File: src/rtl/sclk_pkg.sv
package sclk_pkg;

  typedef enum logic [1:0] {
    OP_OFF      = 2'd0,
    OP_UART     = 2'd1,
    OP_SYNC_INT = 2'd2,
    OP_SYNC_EXT = 2'd3
  } op_e;

  typedef struct packed {
    logic [1:0] src_sel;
    logic       half;
    logic [2:0] mode;
    logic       ext_clk;
    logic       clk_inv;
    logic       hs_off;
    logic       hs_rts;
  } ctrl_t;

  function automatic op_e decode_op(input logic [2:0] mode, input logic ext_clk);
    op_e op;
    case (mode)
      3'b001:                         op = ext_clk ? OP_SYNC_EXT : OP_SYNC_INT;
      3'b010, 3'b100, 3'b101, 3'b110: op = OP_UART;
      default:                        op = OP_OFF;
    endcase
    return op;
  endfunction

endpackage

File: src/rtl/sclk_prescale.sv
module sclk_prescale #(
  parameter int TAP_A = 8,
  parameter int TAP_B = 4
) (
  input  logic       clk_i,
  input  logic       rst_ni,
  input  logic       run_i,
  input  logic [1:0] sel_i,
  input  logic       half_i,
  output logic       tick_o
);
  localparam int CW = $clog2(TAP_A * TAP_B);
  localparam int AW = $clog2(TAP_A);

  logic [CW-1:0] cnt_q, cnt_d;
  logic          tick_first, tick_a, tick_b, tick_sel;

  always_comb begin
    cnt_d = run_i ? cnt_q + CW'(1) : '0;
  end

  always_ff @(posedge clk_i or negedge rst_ni) begin
    if (!rst_ni) cnt_q <= '0;
    else         cnt_q <= cnt_d;
  end

  always_comb begin
    tick_first = half_i ? cnt_q[0] : 1'b1;
    tick_a     = &cnt_q[AW-1:0];
    tick_b     = &cnt_q;
    case (sel_i)
      2'b00:   tick_sel = tick_first;
      2'b01:   tick_sel = tick_a;
      default: tick_sel = tick_b;
    endcase
    tick_o = run_i & tick_sel;
  end

  // halved first tap never fires on two adjacent cycles
  a_r2_half_alternates: assert property (@(posedge clk_i) disable iff (!rst_ni)
    (tick_o && sel_i == 2'b00 && half_i) |=> !(tick_o && sel_i == 2'b00 && half_i));

endmodule

File: src/rtl/sclk_reload_div.sv
module sclk_reload_div #(
  parameter int W = 8
) (
  input  logic         clk_i,
  input  logic         rst_ni,
  input  logic         run_i,
  input  logic         src_tick_i,
  input  logic [W-1:0] reload_i,
  output logic         tick_o
);
  logic [W-1:0] cnt_q, cnt_d;
  logic         terminal;

  always_comb begin
    terminal = (cnt_q == '0);
    tick_o   = run_i & src_tick_i & terminal;
    if (!run_i)          cnt_d = '0;
    else if (!src_tick_i) cnt_d = cnt_q;
    else if (terminal)    cnt_d = reload_i;
    else                  cnt_d = cnt_q - W'(1);
  end

  always_ff @(posedge clk_i or negedge rst_ni) begin
    if (!rst_ni) cnt_q <= '0;
    else         cnt_q <= cnt_d;
  end

  // a mid-count source tick steps the counter down by one
  a_r4_step_down: assert property (@(posedge clk_i) disable iff (!rst_ni)
    (run_i && src_tick_i && cnt_q != '0) |=> (!run_i || cnt_q == $past(cnt_q) - W'(1)));

  // stopping returns the counter to zero
  a_r9_stop_clears: assert property (@(posedge clk_i) disable iff (!rst_ni)
    !run_i |=> (cnt_q == '0));

endmodule

File: src/rtl/sclk_final.sv
module sclk_final
  import sclk_pkg::*;
#(
  parameter int OVS = 16
) (
  input  logic clk_i,
  input  logic rst_ni,
  input  op_e  op_i,
  input  logic brg_tick_i,
  input  logic ext_clk_i,
  input  logic clk_inv_i,
  output logic tx_en_o,
  output logic rx_en_o,
  output logic sclk_o,
  output logic sclk_oe_o
);
  localparam int OW = $clog2(OVS);

  logic [OW-1:0] ovs_q, ovs_d;
  logic          ph_q, ph_d;
  logic          s1_q, s2_q, prev_q, lvl;
  logic          tx_q, tx_d, rx_q, rx_d;
  logic          bit_tick, fall, rise;

  always_comb begin
    bit_tick = brg_tick_i && (ovs_q == OW'(OVS - 1));
    lvl      = s2_q ^ clk_inv_i;
    fall     = prev_q & ~lvl;
    rise     = ~prev_q & lvl;

    ovs_d = '0;
    ph_d  = 1'b1;
    tx_d  = 1'b0;
    rx_d  = 1'b0;
    case (op_i)
      OP_UART: begin
        if (brg_tick_i) ovs_d = bit_tick ? '0 : ovs_q + OW'(1);
        else            ovs_d = ovs_q;
        tx_d = bit_tick;
        rx_d = bit_tick;
      end
      OP_SYNC_INT: begin
        ph_d = brg_tick_i ? ~ph_q : ph_q;
        tx_d = brg_tick_i & ph_q;
        rx_d = brg_tick_i & ~ph_q;
      end
      OP_SYNC_EXT: begin
        tx_d = fall;
        rx_d = rise;
      end
      default: begin
        tx_d = 1'b0;
        rx_d = 1'b0;
      end
    endcase
  end

  always_ff @(posedge clk_i or negedge rst_ni) begin
    if (!rst_ni) begin
      ovs_q  <= '0;
      ph_q   <= 1'b1;
      s1_q   <= 1'b1;
      s2_q   <= 1'b1;
      prev_q <= 1'b1;
      tx_q   <= 1'b0;
      rx_q   <= 1'b0;
    end else begin
      ovs_q  <= ovs_d;
      ph_q   <= ph_d;
      s1_q   <= ext_clk_i;
      s2_q   <= s1_q;
      prev_q <= lvl;
      tx_q   <= tx_d;
      rx_q   <= rx_d;
    end
  end

  assign tx_en_o   = tx_q;
  assign rx_en_o   = rx_q;
  assign sclk_o    = ph_q ^ clk_inv_i;
  assign sclk_oe_o = (op_i == OP_SYNC_INT);

  // UART strobes come as a pair
  a_r5_uart_pair: assert property (@(posedge clk_i) disable iff (!rst_ni)
    ($past(op_i) == OP_UART) |-> (tx_q == rx_q));

  // synchronous strobes never coincide
  a_r6_sync_apart: assert property (@(posedge clk_i) disable iff (!rst_ni)
    ($past(op_i) == OP_SYNC_INT || $past(op_i) == OP_SYNC_EXT) |-> !(tx_q && rx_q));

  // the master clock only moves together with a strobe
  a_r6_clk_with_strobe: assert property (@(posedge clk_i) disable iff (!rst_ni)
    ($past(op_i) == OP_SYNC_INT && ph_q != $past(ph_q)) |-> (tx_q || rx_q));

  // a strobe lasts one cycle
  a_r12_tx_single: assert property (@(posedge clk_i) disable iff (!rst_ni)
    (tx_q && $past(op_i) == op_i) |=> (!tx_q || op_i != $past(op_i)));

endmodule

File: src/rtl/sclk_gen.sv
module sclk_gen
  import sclk_pkg::*;
#(
  parameter int RELOAD_W = 8,
  parameter int TAP_A    = 8,
  parameter int TAP_B    = 4,
  parameter int OVS      = 16
) (
  input  logic                clk_i,
  input  logic                rst_ni,
  input  logic                cfg_load_i,
  input  logic [1:0]          cfg_src_sel_i,
  input  logic                cfg_half_i,
  input  logic [RELOAD_W-1:0] cfg_reload_i,
  input  logic [2:0]          cfg_mode_i,
  input  logic                cfg_ext_clk_i,
  input  logic                cfg_clk_inv_i,
  input  logic                cfg_hs_off_i,
  input  logic                cfg_hs_rts_i,
  input  logic                ext_clk_i,
  input  logic                hs_pin_i,
  input  logic                rx_ready_i,
  output logic                tx_en_o,
  output logic                rx_en_o,
  output logic                sclk_o,
  output logic                sclk_oe_o,
  output logic                hs_pin_o,
  output logic                hs_oe_o,
  output logic                tx_permit_o
);
  ctrl_t               ctrl_q, ctrl_d;
  logic [RELOAD_W-1:0] reload_q, reload_d;
  op_e                 op;
  logic                run_int, src_tick, brg_tick;

  always_comb begin
    ctrl_d   = ctrl_q;
    reload_d = reload_q;
    if (cfg_load_i) begin
      ctrl_d.src_sel = cfg_src_sel_i;
      ctrl_d.half    = cfg_half_i;
      ctrl_d.mode    = cfg_mode_i;
      ctrl_d.ext_clk = cfg_ext_clk_i;
      ctrl_d.clk_inv = cfg_clk_inv_i;
      ctrl_d.hs_off  = cfg_hs_off_i;
      ctrl_d.hs_rts  = cfg_hs_rts_i;
      reload_d       = cfg_reload_i;
    end
  end

  always_ff @(posedge clk_i or negedge rst_ni) begin
    if (!rst_ni) begin
      ctrl_q   <= '{src_sel: 2'b00, half: 1'b0, mode: 3'b000, ext_clk: 1'b0,
                    clk_inv: 1'b0, hs_off: 1'b1, hs_rts: 1'b0};
      reload_q <= '0;
    end else begin
      ctrl_q   <= ctrl_d;
      reload_q <= reload_d;
    end
  end

  always_comb begin
    op      = decode_op(ctrl_q.mode, ctrl_q.ext_clk);
    run_int = (op == OP_UART) || (op == OP_SYNC_INT);
  end

  sclk_prescale #(.TAP_A(TAP_A), .TAP_B(TAP_B)) u_pre (
    .clk_i  (clk_i),
    .rst_ni (rst_ni),
    .run_i  (run_int),
    .sel_i  (ctrl_q.src_sel),
    .half_i (ctrl_q.half),
    .tick_o (src_tick)
  );

  sclk_reload_div #(.W(RELOAD_W)) u_div (
    .clk_i      (clk_i),
    .rst_ni     (rst_ni),
    .run_i      (run_int),
    .src_tick_i (src_tick),
    .reload_i   (reload_q),
    .tick_o     (brg_tick)
  );

  sclk_final #(.OVS(OVS)) u_fin (
    .clk_i      (clk_i),
    .rst_ni     (rst_ni),
    .op_i       (op),
    .brg_tick_i (brg_tick),
    .ext_clk_i  (ext_clk_i),
    .clk_inv_i  (ctrl_q.clk_inv),
    .tx_en_o    (tx_en_o),
    .rx_en_o    (rx_en_o),
    .sclk_o     (sclk_o),
    .sclk_oe_o  (sclk_oe_o)
  );

  // Handshake pin role
  always_comb begin
    hs_oe_o     = !ctrl_q.hs_off && ctrl_q.hs_rts;
    hs_pin_o    = hs_oe_o ? !rx_ready_i : 1'b1;
    tx_permit_o = (ctrl_q.hs_off || ctrl_q.hs_rts) ? 1'b1 : !hs_pin_i;
  end

  // handshake off leaves the pin undriven and transmission free
  a_r11_hs_off: assert property (@(posedge clk_i) disable iff (!rst_ni)
    ctrl_q.hs_off |-> (!hs_oe_o && tx_permit_o));

  // a driven pin carries the inverted ready level
  a_r11_rts_level: assert property (@(posedge clk_i) disable iff (!rst_ni)
    hs_oe_o |-> (hs_pin_o == !rx_ready_i));

  // idle modes stay silent
  a_r9_off_quiet: assert property (@(posedge clk_i) disable iff (!rst_ni)
    (op == OP_OFF) |=> (!tx_en_o && !rx_en_o));

  // slave mode never drives the clock pin
  a_r8_slave_undriven: assert property (@(posedge clk_i) disable iff (!rst_ni)
    (op == OP_SYNC_EXT) |-> !sclk_oe_o);

endmodule

File: config.mk
export PLATFORM = sky130hd
export DESIGN_NAME = sclk_gen
export DESIGN_NICKNAME = d
export VERILOG_FILES = /design/src/rtl/sclk_pkg.sv /design/src/rtl/sclk_prescale.sv /design/src/rtl/sclk_reload_div.sv /design/src/rtl/sclk_final.sv /design/src/rtl/sclk_gen.sv
export SDC_FILE = /design/constraint.sdc
export NUM_CORES = 1
export LEC_CHECK = 0
export ABC_AREA = 1
export BUFFER_PORTS_ARGS = -buffer_cell sky130_fd_sc_hd__buf_4
export CAP_MARGIN = 20
export CORE_MARGIN = 1.5
export CORE_UTILIZATION = 39
export CTS_BUF_LIST = sky130_fd_sc_hd__clkbuf_8
export CTS_CLUSTER_SIZE = 20
export DETAILED_ROUTE_END_ITERATION = 8
export HOLD_SLACK_MARGIN = 0.02
export PLACE_DENSITY_LB_ADDON = 0.12
export SETUP_SLACK_MARGIN = 0.02
export SYNTH_ARGS = -nofsm -noshare
export SYNTH_HDL_FRONTEND = slang
export SYNTH_SLANG_ARGS = --single-unit
File: constraint.sdc
create_clock -name clk_i -period 4.5 [get_ports clk_i]
set_input_delay 0.9 -clock clk_i [delete_from_list [all_inputs] [get_ports clk_i]]
set_output_delay 0.9 -clock clk_i [all_outputs]
set_load 0.03 [all_outputs]
# After elaboration in Yosys (flattened, before gate mapping)
# Index checks and enable logic that the tools add are counted.
# Widths: inputs -> output; s select.
dict set report totals {
  regBits 41
  latch_bits 0
  ram_bits 0
  romBits 0
  in_bits 24
  out_inout_bits 7
  word_cells 74
  n_memories 0
}
dict set report classes {
  add_sub_neg 3
  mul 0
  div_mod_pow 0
  order_cmp 0
  eq_ne 13
  shift 0
  muxes 17
  bitwise 12
  n_reduce_logical 12
}
# operator count
set op_table {}
lappend op_table {{$mux 8} 3}
lappend op_table {{$mux 4} 3}
lappend op_table {{$eq 3x3->1 const B} 3}
lappend op_table {{$logic_not 8->1} 1}
lappend op_table {{$sub 8x1->8 const B} 1}
lappend op_table {{$and 1x1->1} 7}
lappend op_table {{$mux 1} 6}
lappend op_table {{$pmux 1 s3} 2}
lappend op_table {{$add 5x1->5 const B} 1}
lappend op_table {{$mux 5} 1}
lappend op_table {{$reduce_and 5->1} 1}
lappend op_table {{$add 4x1->4 const B} 1}
lappend op_table {{$eq 2x1->1 const B} 2}
lappend op_table {{$eq 2x2->1 const B} 2}
lappend op_table {{$eq 4x4->1 const B} 1}
lappend op_table {{$ne 2x1->1 const B} 2}
lappend op_table {{$pmux 2 s2} 1}
lappend op_table {{$reduce_or 4->1} 1}
lappend op_table {{$eq 3x1->1 const B} 1}
lappend op_table {{$eq 3x2->1 const B} 1}
lappend op_table {{$logic_not 1->1} 3}
lappend op_table {{$not 1->1} 3}
lappend op_table {{$reduce_and 3->1} 1}
lappend op_table {{$logic_and 1x1->1} 2}
lappend op_table {{other kinds (5)} 7}

# Longest topological paths before layout
# Gate-level depths: netlist of the first run.
dict set report logic_depth {
  word_depth 12
  ltp_mapped 13
}

# Modules after synthesis
# From an unflattened synthesis of the first run, not the netlist that was laid out.
dict set report hier_totals {
  hier_cells 274
  hier_area_um2 2194.6
}
# module n_inst cells_per_inst area_per_inst_um2
set by_module_without_submodules {}
lappend by_module_without_submodules {sclk_gen 1 87 825.8}
lappend by_module_without_submodules {sclk_reload_div 1 99 629.4}
lappend by_module_without_submodules {sclk_final 1 56 473.0}
lappend by_module_without_submodules {sclk_prescale 1 32 266.5}

# Worst setup path after synthesis of the first run
# OpenSTA, ideal clock, no wires.
dict set report synth_timing {
  path_kind {flip-flop to output port}
  from {register ctrl_q[5] (netlist bit)}
  to {output port sclk_oe_o}
  t_arrival_ns 1.204
  slack_ns 2.396
  stages_incl_launch_ff 7
  cell_sequence {dfrtp_1 -> nor2_1 -> a21oi_2 -> inv_1 -> o21ai_0 -> inv_1 -> ha_1}
}
dict set report synth_between {
  elab_chain_len 4
  elab_cells_between_ends 8
  cone_classes {6 x eq/ne; 1 x mux; 1 x reduce/logical}
}
# element line
set synth_lines {}
lappend synth_lines {{start: declaration} sclk_gen.sv:31} ;# ctrl_t ctrl_q, ctrl_d;
lappend synth_lines {{start signal: assignment} sclk_gen.sv:53} ;# ctrl_q <= '{src_sel: 2'b00, half: 1'b0, mode: 3'b000, ext_clk: 1'b0,
lappend synth_lines {{start signal: assignment} sclk_gen.sv:57} ;# ctrl_q <= ctrl_d;
lappend synth_lines {{$eq 3x2->1 or $eq 3x3->1 (tied branches)} sclk_pkg.sv:22} ;# case (mode)
lappend synth_lines {{$reduce_or 4->1} sclk_pkg.sv:22}
lappend synth_lines {{$pmux 2 s2 (*)} sclk_pkg.sv:22}
lappend synth_lines {{$eq 2x2->1 (*)} sclk_final.sv:81} ;# assign sclk_oe_o = (op_i == OP_SYNC_INT);
lappend synth_lines {{end: declaration} sclk_gen.sv:26} ;# output logic sclk_oe_o,
# Every way passes the cells marked *; elsewhere a longest branch is shown, timed or not.

# Final worst setup path of the first run
# Same ends and word-level chain as after synthesis.

==> results.toml, run 1 <==
[outcome]
status = "finished clean"

[die]
io_pins = 31
die_area_sq_um = 5570
die_y_microns = 74.6
core_sq_um = 4820
die_w_microns = 74.6
rows = 25
start_util_pct = 41.5

[place]
dp_hpwl_mm = 2.60
place_congestion = 0.782
placed_cells = 305
io_buffers = 30

[clocking]
worstSkewPairLatency_ns = 0.28
postCtsSetupBuffers = 0
cts_root_buf = "clkbuf_8"
clkTransAtPathRegs_ns = 0.08
htree_levels = 2
clock_sinks = 41
ctsResizeCount = 0
cts_buffers = 5
cts_buffer_depth = 2
cts_tree = "built"
holdBufCountCts = 0

[yosys]
synth_top_area_share_pct = 45.0
ys_warn_count = 0
syn_area_sq_um = 2000
ys_types = 31
ys_top_cells_by_area = "dfrtp_1 (45%), dfstp_2 (6.6%), o21ai_0 (6.5%)"
ys_ff_latch = 41
avgSynthCellArea_sq_um = 9.48
synth_largest_area_cell = "dfrtp_1"
syn_inst = 211
ys_seq_area_share_pct = 51.6
synth_nets = 242

[route]
via_per_inst = 4.69
drc = 0
first_pass_iters = 4
ant_nets = 0
num_vias = 1469
drtIter0Drc = 43
wire_per_inst_microns = 11.5
drt-total-wl_mm = 3.59

[critical_path]
end_kind = "output pin"
cp.required_ns = 3.60
critPathMaxFanout = 6
crit_type = "flop to output pin"
cp.arrival_ns = 1.73
startpoint_type = "flop"

[finish]
layout-drive-gt1-share_pct = 26.8
instances_no_fill = 313
nNetsFinal = 276
num-fill-cells = 478
final_common_cell = "dfrtp_1"
syn2layout_area_growth_pct = 18.8
antenna_cells = 0
layout_common_cells = "dfrtp_1 (36), inv_1 (33), nand2_1 (31)"

[sta]
slew_violations = 0
totalNegativeSetupSlack_ns = 0
fmax_mhz = 381
worst_pin_slew_ns = 0.500
rsz0062_at_grt = "false"
setup_viol = 0
period_share_pct = 58.4
finalCriticalPeriod_ns = 2.63
slew_headroom_pct = 66.7
hold_viol_final = 0
fin_skew_ns = 0.00586

[global_routing]
antenna_found_initial = 0
grt.overflow.total = 0
grt_first_pass_wirelength_mm = 6.22
grt_max_degree = 42
grt_pass1_vias = 1405
track_usage_pct = 14.9

[min_path]
hold_class = "flop to flop"

[run]
maxCapViolCount = 0

[power]
powerDensity_nw_per_um2 = 459
p_leak_nw = 1.22
vdd_drop_max_mv = 0.175
[through the flow]
stage	hold slack (ns)	util, %	worst slack (ns)	cell area [sq um]	power, mW
floorplan	0.345	-	2.40	2000	0.782
global placement	0.346	47.7	2.22	2300	0.872
detailed placement	0.349	47.7	2.18	2300	0.876
CTS	0.360	49.4	1.85	2380	1.11
global route	0.361	49.4	1.70	2380	1.19
finish	0.358	49.4	1.87	2380	1.09
[registers in the layout (all words and copies together), names as in the netlist]
signal and count:
ctrl_q 10, reload_q 8, u_div.cnt_q 8, u_fin.ovs_q 4
u_fin.ph_q 1, u_fin.prev_q 1, u_fin.rx_en_o 1, u_fin.s1_q 1
u_fin.s2_q 1, u_fin.tx_en_o 1, u_pre.cnt_q 5
[power by group]
part	internal [mW]	total, mW	switching, mW	leakage, nW
logic	0.148	0.394	0.246	0.654
registers	0.431	0.471	0.0395	0.511
clock network	0.104	0.225	0.121	0.0505
total	0.684	1.09	0.407	1.22
[synth_stat cells, drive strengths merged]
library cell and instances:
nor2 17, nor3 1, or2 2, dfstp 5
nand3 14, a21boi 2, xor2 5, o211ai 1
inv 34, mux2 11, a21oi 9, buf 2
nand4 1, xnor2 1, o21ai 26, o22ai 2
nand2 34, ha 7, clkbuf 1, dfrtp 36
[path summary, 6_finish.rpt]
path,startpoint,end,slack (ns),cells after the start
worst max-delay path,ctrl_q[5],sclk_oe_o,1.87,7
worst min-delay path,u_fin.s1_q,u_fin.s2_q,0.36,0
worst max register to register,ctrl_q[5],u_fin.rx_en_o,2.23,13
worst min register to register,u_fin.s1_q,u_fin.s2_q,0.36,0
max in group asynchronous,rst_ni,u_fin.s2_q,3.56,1
min in group asynchronous,rst_ni,ctrl_q[2],0.58,1
[kinds of logic after synthesis]
kind of cell / after synthesis / synth area share [%]
xor gates and xnor gates: 6 / 2.63
muxes: 11 / 6.19
DFF: 41 / 51.6
buffers and inverters: 37 / 7.07
and+or+nand+nor: 69 / 17.4
adders and majority gates: 7 / 4.38
AOI/OAI and AO/OA: 40 / 10.7
[critical path: stages, from the launching register on]
cell     delay (ns)
dfrtp_1        0.38
nor2_1         0.07
a21oi_2        0.25
inv_1          0.12
o21ai_0        0.13
inv_1          0.07
ha_1           0.24
buf_4          0.18
[per-layer routing]
metal	up-vias	global-route usage, %	wire length [microns]
met1	688	19.5	1720
met2	27	23.8	1720
li1	750	-	-
met4	0	6.46	42
met5	-	0	0
met3	4	3.21	108
[layout make-up]
class | count | area (sq um) | area share [%]
clock buffers | 5 | 68.8 | 2.89
inverters | 34 | 128 | 5.37
multi-input cells | 133 | 827 | 34.8
repair buffers | 30 | 225 | 9.47
clock inverters | 3 | 12.5 | 0.526
well taps | 67 | 83.8 | 3.53
flip-flops and latches | 41 | 1030 | 43.4
No activity file was read; power rests on OpenSTA's default activity.
==> run 2, diff against run 1 <==
Clock period 4.5 ns to 2.12 ns, I/O delays scaled along.
==> run 2 against run 1 <==
Combinational power rose by 130%. Sequential power grew 110%. Die area stayed put. Sequential cell count did not move. Core utilization rose by 1.1 points. Clock power is 120% higher. Setup slack worse by 1.8 ns.
==> results.toml, run 2 (synthesis gave the netlist of run 1 again) <==
[route]
drt-total-wl_mm = 3.79
drc = 0
num_vias = 1522
wire_per_inst_microns = 11.9
drtIter0Drc = 89
ant_nets = 0
first_pass_iters = 4
via_per_inst = 4.79

[run]
maxCapViolCount = 0

[sta]
hold_ws_ns = 0.0899
slew_headroom_pct = 65.7
hold_viol_final = 0
period_share_pct = 94.8
fin_skew_ns = 0.00425
totalNegativeSetupSlack_ns = 0
fmax_mhz = 498
worst_pin_slew_ns = 0.515
slew_violations = 0
finalCriticalPeriod_ns = 2.01
setup_viol = 0
setup_ws_ns = 0.111
rsz0062_at_grt = "true"

[global_routing]
grt_pass1_vias = 1435
top_usage_layer = "met2"
track_usage_pct = 15.5
grtUsageMet2_pct = 24.3
antenna_found_initial = 0
grtUsageMet1_pct = 20.8
globalRouteMet3Util_pct = 4.02
grt_first_pass_wirelength_mm = 6.53
grt.overflow.total = 0
grt_max_degree = 42

[critical_path]
crit_type = "flop to output pin"
critPathMaxFanout = 4
cp.arrival_ns = 1.58
cp.required_ns = 1.70
startpoint_type = "flop"
timing.rr.start = "ctrl_q[5]"
end_kind = "output pin"
startpoint = "ctrl_q[5]"

[finish]
syn2layout_area_growth_pct = 21.5
nNetsFinal = 281
largest-register = "ctrl_q"
layout_common_cells = "dfrtp_1 (36), buf_4 (33), inv_1 (31), nand2_1 (31), o21ai_0 (25)"
layout-drive-gt1-share_pct = 30.3
antenna_cells = 0
instances_no_fill = 318
largest_reg_flops = 10
reg.largest.list = "ctrl_q x10, reload_q x8, u_div.cnt_q x8"
final_common_cell = "dfrtp_1"
final_util_pct = 50.5

[place]
dp_hpwl_mm = 2.63
place_congestion = 0.753
io_buffers = 30
post-place-ws_ns = 0.0510
placed_cells = 308

[clocking]
clock_sinks = 41
cts_tree = "built"
clkTransAtPathRegs_ns = 0.08
worstSkewPairLatency_ns = 0.30
postCtsSetupBuffers = 0
cts_buffer_depth = 2
htree_levels = 2
cts_root_buf = "clkbuf_8"
cts_buffers = 5

[power]
p_leak_nw = 1.23
vdd_drop_max_mv = 0.549
powerDensity_nw_per_um2 = 983

[die]
die_area_sq_um = 5570
start_util_pct = 41.5
die_y_microns = 74.6
rows = 25
die_w_microns = 74.6
io_pins = 31
core_sq_um = 4820

[outcome]
status = "finished clean"

[min_path]
hold_class = "primary input to async pin"
run 2: power breakdown:
part	total (mW)	switching (mW)	internal, mW
clock	0.496	0.272	0.224
combinational	0.897	0.563	0.334
sequential	0.996	0.0813	0.915
total	2.39	0.917	1.47
run 2: worst max-delay path: stages (launching register included):
cell,delay [ns]
dfrtp_1,0.42
nor2_2,0.16
nand2_1,0.11
o21ai_2,0.15
inv_1,0.06
ha_2,0.21
buf_4,0.17
run 2: cell type report:
cell class	count	area, sq um
clock buffers	5	68.8
repair buffers	33	248
multi-input cells	135	857
fillers	478	2390
well taps	67	83.8
inverters	34	128
clock inverters	3	13.8
flip-flops and latches	41	1030
run 2: per-layer routing:
metal  vias to the layer above  share of wire [%]
met5                         -                  0
met4                         0                1.6
met3                         5                4.3
met2                        33                 46
met1                       717                 48
li1                        767                  -
run 2: timing repair:
| item | CTS | global route |
|---|---|---|
| gates cloned | 0 | 2 |
| hold buffers | 0 | 0 |
| setup endpoints to repair | 1 | 10 |
| pin swaps | 0 | 3 |
| gates resized for setup | 2 | 3 |
run 2: stage by stage:
step                      power (mW)  instance area (sq um)
after CTS                       2.39                   2400
after floorplan                 1.66                   2000
after detailed placement        1.88                   2320
after global routing            2.59                   2430
after global placement          1.87                   2320
final                           2.39                   2430
run 2: worst paths after layout:
kind                            cells after the start             to  slack (ns)
worst max register to register                     12  u_fin.rx_en_o        0.22
worst min-delay path                                1      ctrl_q[2]        0.09
max in group asynchronous                           1      ctrl_q[1]        1.66
worst max-delay path                                6      sclk_oe_o        0.11
min in group clk_i                                  1     u_fin.s1_q        0.23
worst min register to register                      0     u_fin.s2_q        0.36
==> run 3, diff against run 2 <==
Settings changed: MAX_ROUTING_LAYER from default to met4.
==> run 3 against run 2 <==
Critical path depth unchanged. First-iteration DRC count is 7.9% higher. Global-route usage increased by 0.49 points.
==> results.toml, run 3 (synthesis gave the netlist of run 1 again) <==
[sta]
finalCriticalPeriod_ns = 2.01
hold_viol_final = 0
rsz0062_at_grt = "true"
slew_violations = 0
setup_viol = 0
hold_ws_ns = 0.0898
setup_ws_ns = 0.111
worst_pin_slew_ns = 0.515
totalNegativeSetupSlack_ns = 0
fin_skew_ns = 0.00425
period_share_pct = 94.8
fmax_mhz = 498
slew_headroom_pct = 65.7

[clocking]
worstSkewPairLatency_ns = 0.30
cts_buffers = 5
holdBufCountCts = 0
clkTransAtPathRegs_ns = 0.08
htree_levels = 2
cts_root_buf = "clkbuf_8"
cts_buffer_depth = 2
clock_sinks = 41
cts_tree = "built"
postCtsSetupBuffers = 0

[power]
power_mw = 2.39
pwr-share-seq_pct = 41.7
powerDensity_nw_per_um2 = 983
vdd_drop_max_mv = 0.549
pwr-share-comb_pct = 37.6
internal_power_mw = 1.47
clkPwrFrac_pct = 20.7
p_leak_nw = 1.23
power.net_switching_mw = 0.917
netSwitchingFraction_pct = 38.4

[place]
io_buffers = 30
place_congestion = 0.763
post-place-ws_ns = 0.0510
place_area_sq_um = 2320
placed_cells = 308
dp_hpwl_mm = 2.63

[critical_path]
crit_type = "flop to output pin"
reg2reg_depth = 12
critPathMaxFanout = 4
end_kind = "output pin"
cp.arrival_ns = 1.58
startpoint_type = "flop"
cp.required_ns = 1.70

[finish]
final_area_sq_um = 2430
largest-register = "ctrl_q"
final_util_pct = 50.5
antenna_cells = 0
layout_common_cells = "dfrtp_1 (36), buf_4 (33), inv_1 (31), nand2_1 (31), o21ai_0 (25)"
layout-drive-gt1-share_pct = 30.3
reg.largest.list = "ctrl_q x10, reload_q x8, u_div.cnt_q x8"
syn2layout_area_growth_pct = 21.5
instances_no_fill = 318
final_common_cell = "dfrtp_1"
nNetsFinal = 281
num-fill-cells = 478
largest_reg_flops = 10

[global_routing]
grt.overflow.total = 0
antenna_found_initial = 0
grt_max_degree = 42
track_usage_pct = 16.0
grt_pass1_vias = 1435
grt_first_pass_wirelength_mm = 6.53

[min_path]
hold_class = "primary input to async pin"

[die]
die_area_sq_um = 5570
die_y_microns = 74.6
io_pins = 31
start_util_pct = 41.5
die_w_microns = 74.6
rows = 25
core_sq_um = 4820

[route]
drc = 0
num_vias = 1522
wire_per_inst_microns = 11.9
via_per_inst = 4.79
ant_nets = 0
first_pass_iters = 4
drtIter0Drc = 96
drt-total-wl_mm = 3.79

[outcome]
status = "finished clean"

[run]
maxCapViolCount = 0
[run 3: cell counts in the layout (fill, tap and decap cells not counted)]
Identical to the previous run, type by type.
[run 3: timing repair]
action                     4_1_cts  5_1_grt
hold endpoints to repair         0        0
gates resized for setup          2        3
setup endpoints to repair        1       10
gates cloned                     0        2
pin swaps                        0        3
[run 3: worst max-delay path, stage by stage, from the launching register on]
cell	delay [ns]
dfrtp_1	0.42
nor2_2	0.16
nand2_1	0.11
o21ai_2	0.15
inv_1	0.06
ha_2	0.21
buf_4	0.17
[run 3: layout make-up]
cell class                      count  area [sq um]  share of cell area (%)
Clock inverter                      3          13.8                   0.566
Inverter                           34           128                    5.25
Clock buffer                        5          68.8                    2.83
Tap cell                           67          83.8                    3.45
Timing Repair Buffer               33           248                    10.2
Multi-Input combinational cell    135           857                    35.3
Sequential cell                    41          1030                    42.5
[run 3: power groups by stage]
stage	Clock (mW)	Sequential [mW]	Combinational [mW]
final	0.496	0.996	0.897
after global routing	0.549	1.02	1.02
after CTS	0.514	0.998	0.875
after detailed placement	0	1.01	0.868
after global placement	0	1.01	0.862
after floorplan	0	0.995	0.665
[run 3: layer usage]
metal / up-vias / routed length (microns) / GRT usage (%)
met2: 33 / 1740 / 24.3
met1: 717 / 1830 / 20.8
met4: 0 / 59 / 6.06
li1: 767 / - / -
met3: 5 / 163 / 4.02
met5: - / 0 / -
[run 3: final timing paths]
path | from | end | slack, ns
max | ctrl_q[5] | sclk_oe_o | 0.11
min | rst_ni | ctrl_q[2] | 0.09
max reg2reg | ctrl_q[5] | u_fin.rx_en_o | 0.22
min reg2reg | u_fin.s1_q | u_fin.s2_q | 0.36
max in group asynchronous | rst_ni | ctrl_q[1] | 1.66
min in group clk_i | ext_clk_i | u_fin.s1_q | 0.23
